File: config.mk
export PLATFORM = sky130hd
export DESIGN_NAME = bcr_writer
export DESIGN_NICKNAME = d
export VERILOG_FILES = /design/src/rtl/bcr_pkg.sv /design/src/rtl/bcr_cmd_decode.sv /design/src/rtl/bcr_seq_fsm.sv /design/src/rtl/bcr_cfg_store.sv /design/src/rtl/bcr_status_unit.sv /design/src/rtl/bcr_writer.sv
export SDC_FILE = /design/constraint.sdc
export NUM_CORES = 1
export LEC_CHECK = 0
export CAP_MARGIN = 15
export CORE_ASPECT_RATIO = 0.6
export CORE_UTILIZATION = 39
export CTS_CLUSTER_DIAMETER = 60
export DETAILED_ROUTE_END_ITERATION = 16
export PLACE_DENSITY_LB_ADDON = 0.25
export SETUP_SLACK_MARGIN = 0.1
export SLEW_MARGIN = 5
export SYNTH_ARGS = -nofsm -noshare
export SYNTH_HDL_FRONTEND = slang
export SYNTH_SLANG_ARGS = --single-unit
File: constraint.sdc
create_clock -name clk -period 2.2 [get_ports clk]
set_input_delay 0.44 -clock clk [delete_from_list [all_inputs] [get_ports clk]]
set_output_delay 0.44 -clock clk [all_outputs]
set_load 0.01 [all_outputs]
File: src/rtl/bcr_pkg.sv
package bcr_pkg;

  localparam int CFG_W  = 16;
  localparam int DATA_W = 8;

  // Field layout of the configuration word
  localparam int LEN_LO   = 0;
  localparam int LEN_W    = 3;
  localparam int WRAP_POS = 3;
  localparam int YLAT_LO  = 9;
  localparam int YLAT_W   = 2;
  localparam int XLAT_LO  = 11;
  localparam int XLAT_W   = 4;
  localparam int ASYNC_POS = 15;

  // Status byte layout
  localparam int STS_READY_POS = 7;
  localparam int STS_ERR_LO    = 4;
  localparam int STS_ERR_N     = 2;

  typedef enum logic [2:0] {
    K_NONE,
    K_SETUP,
    K_CONFIRM,
    K_RD_ARRAY,
    K_RD_STATUS,
    K_CLR_STATUS
  } cmd_kind_e;

  typedef enum logic {
    MODE_ARRAY  = 1'b0,
    MODE_STATUS = 1'b1
  } rd_mode_e;

endpackage

File: src/rtl/bcr_cmd_decode.sv
module bcr_cmd_decode
  import bcr_pkg::*;
#(
  parameter logic [DATA_W-1:0] CODE_SETUP   = 8'h60,
  parameter logic [DATA_W-1:0] CODE_CONFIRM = 8'h03,
  parameter logic [DATA_W-1:0] CODE_RD_ARR  = 8'hFF,
  parameter logic [DATA_W-1:0] CODE_RD_STS  = 8'h70,
  parameter logic [DATA_W-1:0] CODE_CLR_STS = 8'h50
) (
  input  logic [DATA_W-1:0] code,
  output cmd_kind_e         kind
);

  always_comb begin
    if (code == CODE_SETUP)        kind = K_SETUP;
    else if (code == CODE_CONFIRM) kind = K_CONFIRM;
    else if (code == CODE_RD_ARR)  kind = K_RD_ARRAY;
    else if (code == CODE_RD_STS)  kind = K_RD_STATUS;
    else if (code == CODE_CLR_STS) kind = K_CLR_STATUS;
    else                           kind = K_NONE;
  end

endmodule

File: src/rtl/bcr_seq_fsm.sv
module bcr_seq_fsm
  import bcr_pkg::*;
(
  input  logic      clk,
  input  logic      rst_n,
  input  logic      wr_en,
  input  cmd_kind_e kind,
  output logic      pending,
  output rd_mode_e  mode,
  output logic      load_cfg,
  output logic      set_err,
  output logic      clr_err
);

  logic     pending_d;
  rd_mode_e mode_d;

  always_comb begin
    load_cfg  = 1'b0;
    set_err   = 1'b0;
    clr_err   = 1'b0;
    pending_d = pending;
    mode_d    = mode;
    if (wr_en) begin
      if (pending) begin
        pending_d = 1'b0;
        if (kind == K_CONFIRM) begin
          load_cfg = 1'b1;
          mode_d   = MODE_ARRAY;
        end else begin
          set_err  = 1'b1;
          mode_d   = MODE_STATUS;
        end
      end else begin
        unique case (kind)
          K_SETUP: begin
            pending_d = 1'b1;
            mode_d    = MODE_STATUS;
          end
          K_RD_ARRAY:   mode_d  = MODE_ARRAY;
          K_RD_STATUS:  mode_d  = MODE_STATUS;
          K_CLR_STATUS: clr_err = 1'b1;
          default: ;
        endcase
      end
    end
  end

  always_ff @(posedge clk) begin
    if (!rst_n) begin
      pending <= 1'b0;
      mode    <= MODE_ARRAY;
    end else begin
      pending <= pending_d;
      mode    <= mode_d;
    end
  end

endmodule

File: src/rtl/bcr_cfg_store.sv
module bcr_cfg_store
  import bcr_pkg::*;
#(
  parameter logic [CFG_W-1:0] CFG_RESET = 16'hB807
) (
  input  logic             clk,
  input  logic             rst_n,
  input  logic             load,
  input  logic [CFG_W-1:0] value,
  output logic [CFG_W-1:0] cfg
);

  always_ff @(posedge clk) begin
    if (!rst_n)    cfg <= CFG_RESET;
    else if (load) cfg <= value;
  end

endmodule

File: src/rtl/bcr_status_unit.sv
module bcr_status_unit
  import bcr_pkg::*;
(
  input  logic              clk,
  input  logic              rst_n,
  input  logic              set_err,
  input  logic              clr_err,
  output logic [DATA_W-1:0] status
);

  logic [STS_ERR_N-1:0] err_q;

  generate
    for (genvar g = 0; g < STS_ERR_N; g++) begin : g_err
      always_ff @(posedge clk) begin
        if (!rst_n)       err_q[g] <= 1'b0;
        else if (set_err) err_q[g] <= 1'b1;
        else if (clr_err) err_q[g] <= 1'b0;
      end
    end
  endgenerate

  always_comb begin
    status = '0;
    status[STS_READY_POS] = 1'b1;
    status[STS_ERR_LO +: STS_ERR_N] = err_q;
  end

endmodule

File: src/rtl/bcr_writer.sv
module bcr_writer
  import bcr_pkg::*;
#(
  parameter int                ADDR_W       = 20,
  parameter logic [CFG_W-1:0]  CFG_RESET    = 16'hB807,
  parameter logic [DATA_W-1:0] CODE_SETUP   = 8'h60,
  parameter logic [DATA_W-1:0] CODE_CONFIRM = 8'h03,
  parameter logic [DATA_W-1:0] CODE_RD_ARR  = 8'hFF,
  parameter logic [DATA_W-1:0] CODE_RD_STS  = 8'h70,
  parameter logic [DATA_W-1:0] CODE_CLR_STS = 8'h50
) (
  input  logic                  clk,
  input  logic                  rst_n,
  input  logic                  wr_en,
  input  logic [DATA_W-1:0]     wr_data,
  input  logic [ADDR_W-1:0]     wr_addr,
  output logic [CFG_W-1:0]      cfg_word,
  output logic [LEN_W-1:0]      burst_len,
  output logic                  burst_wrap,
  output logic [YLAT_W-1:0]     y_lat,
  output logic [XLAT_W-1:0]     x_lat,
  output logic                  async_rd,
  output logic [DATA_W-1:0]     status,
  output logic                  rd_status_sel
);

  localparam int HI_W = ADDR_W - CFG_W;

  cmd_kind_e kind;
  rd_mode_e  mode;
  logic      seq_pending;
  logic      load_cfg;
  logic      set_err;
  logic      clr_err;
  logic      unused_addr_hi;

  assign unused_addr_hi = ^wr_addr[ADDR_W-1 -: HI_W];

  bcr_cmd_decode #(
    .CODE_SETUP  (CODE_SETUP),
    .CODE_CONFIRM(CODE_CONFIRM),
    .CODE_RD_ARR (CODE_RD_ARR),
    .CODE_RD_STS (CODE_RD_STS),
    .CODE_CLR_STS(CODE_CLR_STS)
  ) u_dec (
    .code(wr_data),
    .kind(kind)
  );

  bcr_seq_fsm u_seq (
    .clk     (clk),
    .rst_n   (rst_n),
    .wr_en   (wr_en),
    .kind    (kind),
    .pending (seq_pending),
    .mode    (mode),
    .load_cfg(load_cfg),
    .set_err (set_err),
    .clr_err (clr_err)
  );

  bcr_cfg_store #(.CFG_RESET(CFG_RESET)) u_cfg (
    .clk  (clk),
    .rst_n(rst_n),
    .load (load_cfg),
    .value(wr_addr[CFG_W-1:0]),
    .cfg  (cfg_word)
  );

  bcr_status_unit u_sts (
    .clk    (clk),
    .rst_n  (rst_n),
    .set_err(set_err),
    .clr_err(clr_err),
    .status (status)
  );

  assign burst_len     = cfg_word[LEN_LO +: LEN_W];
  assign burst_wrap    = cfg_word[WRAP_POS];
  assign y_lat         = cfg_word[YLAT_LO +: YLAT_W];
  assign x_lat         = cfg_word[XLAT_LO +: XLAT_W];
  assign async_rd      = cfg_word[ASYNC_POS];
  assign rd_status_sel = (mode == MODE_STATUS);

endmodule

==> results of run 1 <==
per-layer routing:
metal | up-vias | GRT usage | wire length, µm
li1 | 445 | - | -
met1 | 385 | 0.1953 | 991
met2 | 39 | 0.2621 | 921
met3 | 2 | 0.07609 | 194
met4 | 0 | 0.03673 | 8
met5 | - | 0 | 0
cell type report:
type,instances,area share
Timing Repair Buffer,59,0.3767
Multi-Input combinational cell,75,0.3226
Sequential cell,19,0.2458
Clock buffer,4,0.02910
Tap cell,32,0.02587
per-stage QoR:
step           std cells  hold slack, ps  cell area [µm²]  power [mW]
3_3_place_gp         185           441.2             1503      0.4372
3_5_place_dp         185           452.2             1503      0.4394
4_1_cts              189           461.2             1548      0.6753
6_report             189           460.7             1548      0.6648
5_1_grt              189           491.7             1548      0.6982
2_1_floorplan        118           479.0             1061      0.3891
report_power, final:
| group | total [mW] | internal (mW) | switching (mW) |
|---|---|---|---|
| clock | 0.234 | 0.128 | 0.105 |
| combinational | 0.0870 | 0.0538 | 0.0332 |
| sequential | 0.344 | 0.344 | 0.0000937 |
logic make-up (layout without fill, tap and decap cells):
logic type,Yosys count,after routing,share of synthesized area
and+or+nand+nor,46,46,0.2524
buffers and inverters,24,63,0.1734
DFF,19,19,0.3636
muxes,16,16,0.1531
AOI/OAI and AO/OA,7,7,0.05024
other,2,6,0.007180
state kept, by name, summed over array words and instances (netlist names):
name / cells
u_seq.mode: 1
u_seq.pending: 1
u_sts.status: 1
u_cfg.cfg: 16
worst max-delay path, stage by stage:
cell             delay, ps
clkdlybuf4s50_1        490
nor4_4                 360
and3b_1                230
buf_4                  230
mux2i_1                210
final timing paths:
check	from	endpoint	slack, ps
min	u_cfg.cfg[5]	u_cfg.cfg[5]	460
min reg2reg	u_cfg.cfg[5]	u_cfg.cfg[5]	460
max reg2reg	u_seq.pending	u_cfg.cfg[0]	960
max	wr_data[5]	u_cfg.cfg[0]	410
Yosys cell counts:
cell type  instances  area share
a41oi_1            1      0.0084
nand2_1           20       0.072
nor2_1             1      0.0036
mux2i_1           16        0.15
dfxtp_1           19        0.36
nand3_1            1      0.0048
o31ai_1            1      0.0072
buf_12             1       0.019
a21boi_0           1      0.0072
nand4_1            3       0.018
nor4_4             1       0.020
and3b_1            1      0.0084
o221a_2            1       0.011
nor4bb_2           1       0.016
buf_4             18        0.13
o21ai_0            1      0.0048
nor4bb_1           1      0.0096
nand2b_1           1      0.0060
nor3_1             1      0.0048
clkbuf_1           4       0.014
conb_1             2      0.0072
or3_1              1      0.0060
a211oi_1           1      0.0072
buf_6              1       0.011
a21oi_1            1      0.0048
nor2b_1           14       0.084
==> results.json, run 1 <==
{
  "cts_hold_buf": 0,
  "drtIter0Drc": 23,
  "final_cell_mix": "clkdlybuf4s50_1, nand2_1, dfxtp_1",
  "num_rows": 14,
  "finalCriticalPeriod_ps": 1790,
  "yosysUniqueCellTypes": 26,
  "grt_overflow": 0,
  "post-place-ws_ps": 152.5,
  "ant_nets": 0,
  "r2r_cells": 4,
  "grt_antenna_before_repair": 0,
  "die_w_um": 68.86,
  "critPathKind": "in -> reg",
  "fin_nets": 189,
  "crit_path_start_kind": "input port",
  "cts_resized": 0,
  "syn_to_final_growth_pct": 47.97,
  "status": "finished, final reports clean",
  "final_util": 0.6136,
  "regArea_um2": 380.4,
  "cts_tree": "yes",
  "cts_sinks": 19,
  "post-cts-setup-buffers": 0,
  "hold_viol_final": 0,
  "cts_buffers": 3,
  "diodes": 0,
  "rsz0062_at_grt": "false",
  "netlist_area_mm2": 0.001046,
  "hold_path.class": "reg -> reg",
  "clock-root-buffer": "clkbuf_8",
  "syn_avg_cell_area_um2": 9.175,
  "start_util": 0.4147,
  "ys_seq_area_frac": 0.3636,
  "setup_violations": 0,
  "cap_violations": 0,
  "cp.arrival_ps": 1970,
  "wire_per_inst_um": 11.20,
  "cts.reportedPaths.clkPinSlew_ps": 70,
  "num-fill-cells": 220,
  "core_mm2": 0.002522,
  "fin_crit_sh": 0.8135,
  "path_max_fanout": 11,
  "tns_ps": 0,
  "cts_htree_levels": 1,
  "fmax_mhz": 558.8,
  "netlist_instances": 114,
  "dieArea_mm2": 0.002900,
  "skew_ps": 3.585,
  "fin_ws_ps": 410.3,
  "grt_usage": 0.1628,
  "final_common_cell": "clkdlybuf4s50_1",
  "ys_ff_latch": 19,
  "p_per_area_mw_per_mm2": 429.5,
  "drt-total-wl_mm": 2.116,
  "vias": 871,
  "final_max_slew_viol_count": 0,
  "power.leakage_nw": 0.5414,
  "vias_per_cell": 4.608,
  "die_h_um": 42.12,
  "ioPinCount": 67,
  "firstDrtPassIters": 4,
  "drc": 0,
  "insertion_delay_ps": 250,
  "grt_pass1_wl_mm": 3.477,
  "end_kind": "register",
  "hpwl_mm": 1.617,
  "io_buffers": 56,
  "clockBufferDepth": 2,
  "ir_drop_mv": 0.2268,
  "layout-drive-gt1-share": 0.05732,
  "critPathRequiredTime_ps": 2380,
  "hold_depth": 2,
  "grt_pass1_vias": 824,
  "multiInputGateArea_um2": 499.2,
  "gp_congestion": 0.8273,
  "grt_max_degree": 36,
  "synth-warning-count": 0
}
Note: power is estimated with default switching activity, not from simulation.
==> run 2: changes to the inputs <==
--- a/config.mk
+++ b/config.mk
@@ -7,7 +7,7 @@
 export LEC_CHECK = 0
 export CAP_MARGIN = 15
 export CORE_ASPECT_RATIO = 0.6
-export CORE_UTILIZATION = 39
+export CORE_UTILIZATION = 32
 export CTS_CLUSTER_DIAMETER = 60
 export DETAILED_ROUTE_END_ITERATION = 16
 export PLACE_DENSITY_LB_ADDON = 0.25
==> constraint.sdc (replaced) <==
create_clock -name clk -period 1.6 [get_ports clk]
set_input_delay 0.32 -clock clk [delete_from_list [all_inputs] [get_ports clk]]
set_output_delay 0.32 -clock clk [all_outputs]
set_load 0.01 [all_outputs]
==> results.json, run 2 (synthesis gave the netlist of run 1 again) <==
{
  "end_kind": "primary output",
  "crit_path_start_kind": "register",
  "final_cell_mix": "dlymetal6s2s_1, nand2_1, clkdlybuf4s50_1",
  "drc": 0,
  "fmax_mhz": 683.3,
  "clockBufferDepth": 2,
  "cp_num_buf_inv": 1,
  "hp-start": "u_cfg.cfg[4]",
  "path_max_fanout": 2,
  "io_buffers": 56,
  "p_per_area_mw_per_mm2": 522.7,
  "vias": 972,
  "diodes": 0,
  "post-place-ws_ps": -295.1,
  "hpwl_mm": 1.843,
  "cts.reportedPaths.clkPinSlew_ps": 70,
  "hold_path.class": "reg -> reg",
  "ant_nets": 0,
  "drtIter0Drc": 31,
  "num_rows": 15,
  "hold_viol_final": 0,
  "setup_violations": 0,
  "drt-total-wl_mm": 2.797,
  "cp.arrival_ps": 1140,
  "grt_antenna_before_repair": 0,
  "wire_per_inst_um": 13.01,
  "dieArea_mm2": 0.003509,
  "ir_drop_mv": 0.3795,
  "rr_startpoint": "u_seq.pending",
  "skew_ps": 3.371,
  "layout-drive-gt1-share": 0.1503,
  "rrSetupSlack_ps": 310,
  "vias_per_cell": 4.521,
  "grt_overflow": 0,
  "final_max_slew_viol_count": 0,
  "fin_nets": 205,
  "hold_depth": 2,
  "final_common_cell": "dlymetal6s2s_1",
  "fin_crit_sh": 0.9147,
  "cp_cell_sequence": "clkdlybuf4s50_1",
  "cp_slowest_cell": "clkdlybuf4s50_1",
  "place_area_mm2": 0.001600,
  "num-fill-cells": 231,
  "status": "finished, final reports clean",
  "insertion_delay_ps": 250,
  "syn_to_final_growth_pct": 74.04,
  "core_mm2": 0.002984,
  "cpPeakStageDelay_ps": 550,
  "grt_pass1_vias": 937,
  "finalCriticalPeriod_ps": 1464,
  "die_h_um": 46.29,
  "cap_violations": 0,
  "cts_hold_buf": 0,
  "grt_usage": 0.1619,
  "largest_reg_flops": 16,
  "gp_congestion": 0.7609,
  "top_register": "u_cfg.cfg",
  "critPathRequiredTime_ps": 1280,
  "r2r_end": "u_cfg.cfg[7]",
  "fin_ws_ps": 136.5,
  "final_area_mm2": 0.001821,
  "clock-root-buffer": "clkbuf_8",
  "rsz0062_at_grt": "false",
  "ioPinCount": 67,
  "cts_htree_levels": 1,
  "hold-path-endpoint": "u_cfg.cfg[4]",
  "grt_max_degree": 36,
  "cts_sinks": 19,
  "die_w_um": 75.81,
  "power.leakage_nw": 0.8775,
  "cts_buffers": 3,
  "critPathKind": "reg -> out",
  "crit_family": "buffers and inverters",
  "firstDrtPassIters": 4,
  "r2r_cells": 5,
  "cts_tree": "yes",
  "grt_pass1_wl_mm": 4.077,
  "start_util": 0.3505
}
run 2: through the flow:
| stage | hold slack [ps] | TNS [ps] | power [mW] | instances | utilization |
|---|---|---|---|---|---|
| 6_report | 457.9 | 0 | 0.9516 | 215 | 0.6101 |
| 5_1_grt | 484.8 | 0 | 0.9935 | 215 | 0.6101 |
| 4_1_cts | 462.5 | 0 | 0.9600 | 214 | 0.5841 |
| 3_5_place_dp | 452.9 | -4221 | 0.6259 | 203 | 0.5363 |
| 3_3_place_gp | 442.2 | -3879 | 0.6215 | 203 | 0.5363 |
| 2_1_floorplan | 462.1 | 0 | 0.5350 | 118 | - |
run 2: metal layers:
metal | wire length, µm | GRT usage | vias to the layer above | share of wire
met3 | 262 | 0.06127 | 6 | 0.094
met2 | 1303 | 0.2885 | 50 | 0.47
met1 | 1191 | 0.1832 | 437 | 0.43
met5 | 0 | 0 | - | 0
met4 | 40 | 0.04444 | 0 | 0.014
li1 | - | - | 479 | -
run 2: worst max-delay path by stage:
stage	startpoint	endpoint	slack (ps)	cells past startpoint
CTS	u_cfg.cfg[0]	cfg_word[0]	100	1
global route	u_cfg.cfg[8]	cfg_word[8]	100	1
global placement	wr_data[5]	u_cfg.cfg[13]	-230	5
detailed placement	wr_data[5]	u_cfg.cfg[1]	-300	5
floorplan	wr_data[4]	u_cfg.cfg[0]	290	5
finish	u_cfg.cfg[5]	cfg_word[5]	140	1
run 2: report_power, final:
group          total, mW  leakage (nW)  internal [mW]  switching [mW]
sequential         0.473         0.153          0.473        0.000132
combinational      0.144         0.702         0.0890          0.0547
clock              0.335        0.0228          0.177           0.158
run 2: final cells by class:
type / count / area [µm²] / share of cell area
timing repair buffer: 75 / 833.3 / 0.4577
multi-input combinational: 75 / 509.2 / 0.2797
sequential: 19 / 380.4 / 0.2089
tap: 42 / 52.55 / 0.02887
clock buffer: 4 / 45.04 / 0.02474
run 2: what timing repair did:
| item | CTS | global route |
|---|---|---|
| buffers inserted | 5 | 1 |
| endpoints found under the hold margin | 0 | 0 |
| gates cloned | 2 | 0 |
| gates resized for setup | 16 | 30 |
| setup endpoints to repair | 18 | 34 |
| pin swaps | 3 | 3 |
==> run 3: changes to the inputs <==
--- a/config.mk
+++ b/config.mk
@@ -5,7 +5,7 @@
 export SDC_FILE = /design/constraint.sdc
 export NUM_CORES = 1
 export LEC_CHECK = 0
-export CAP_MARGIN = 15
+export CAP_MARGIN = 5
 export CORE_ASPECT_RATIO = 0.6
 export CORE_UTILIZATION = 32
 export CTS_CLUSTER_DIAMETER = 60
==> results of run 3 <==
The final DEF is identical to that of run 2; final timing and power are the same.
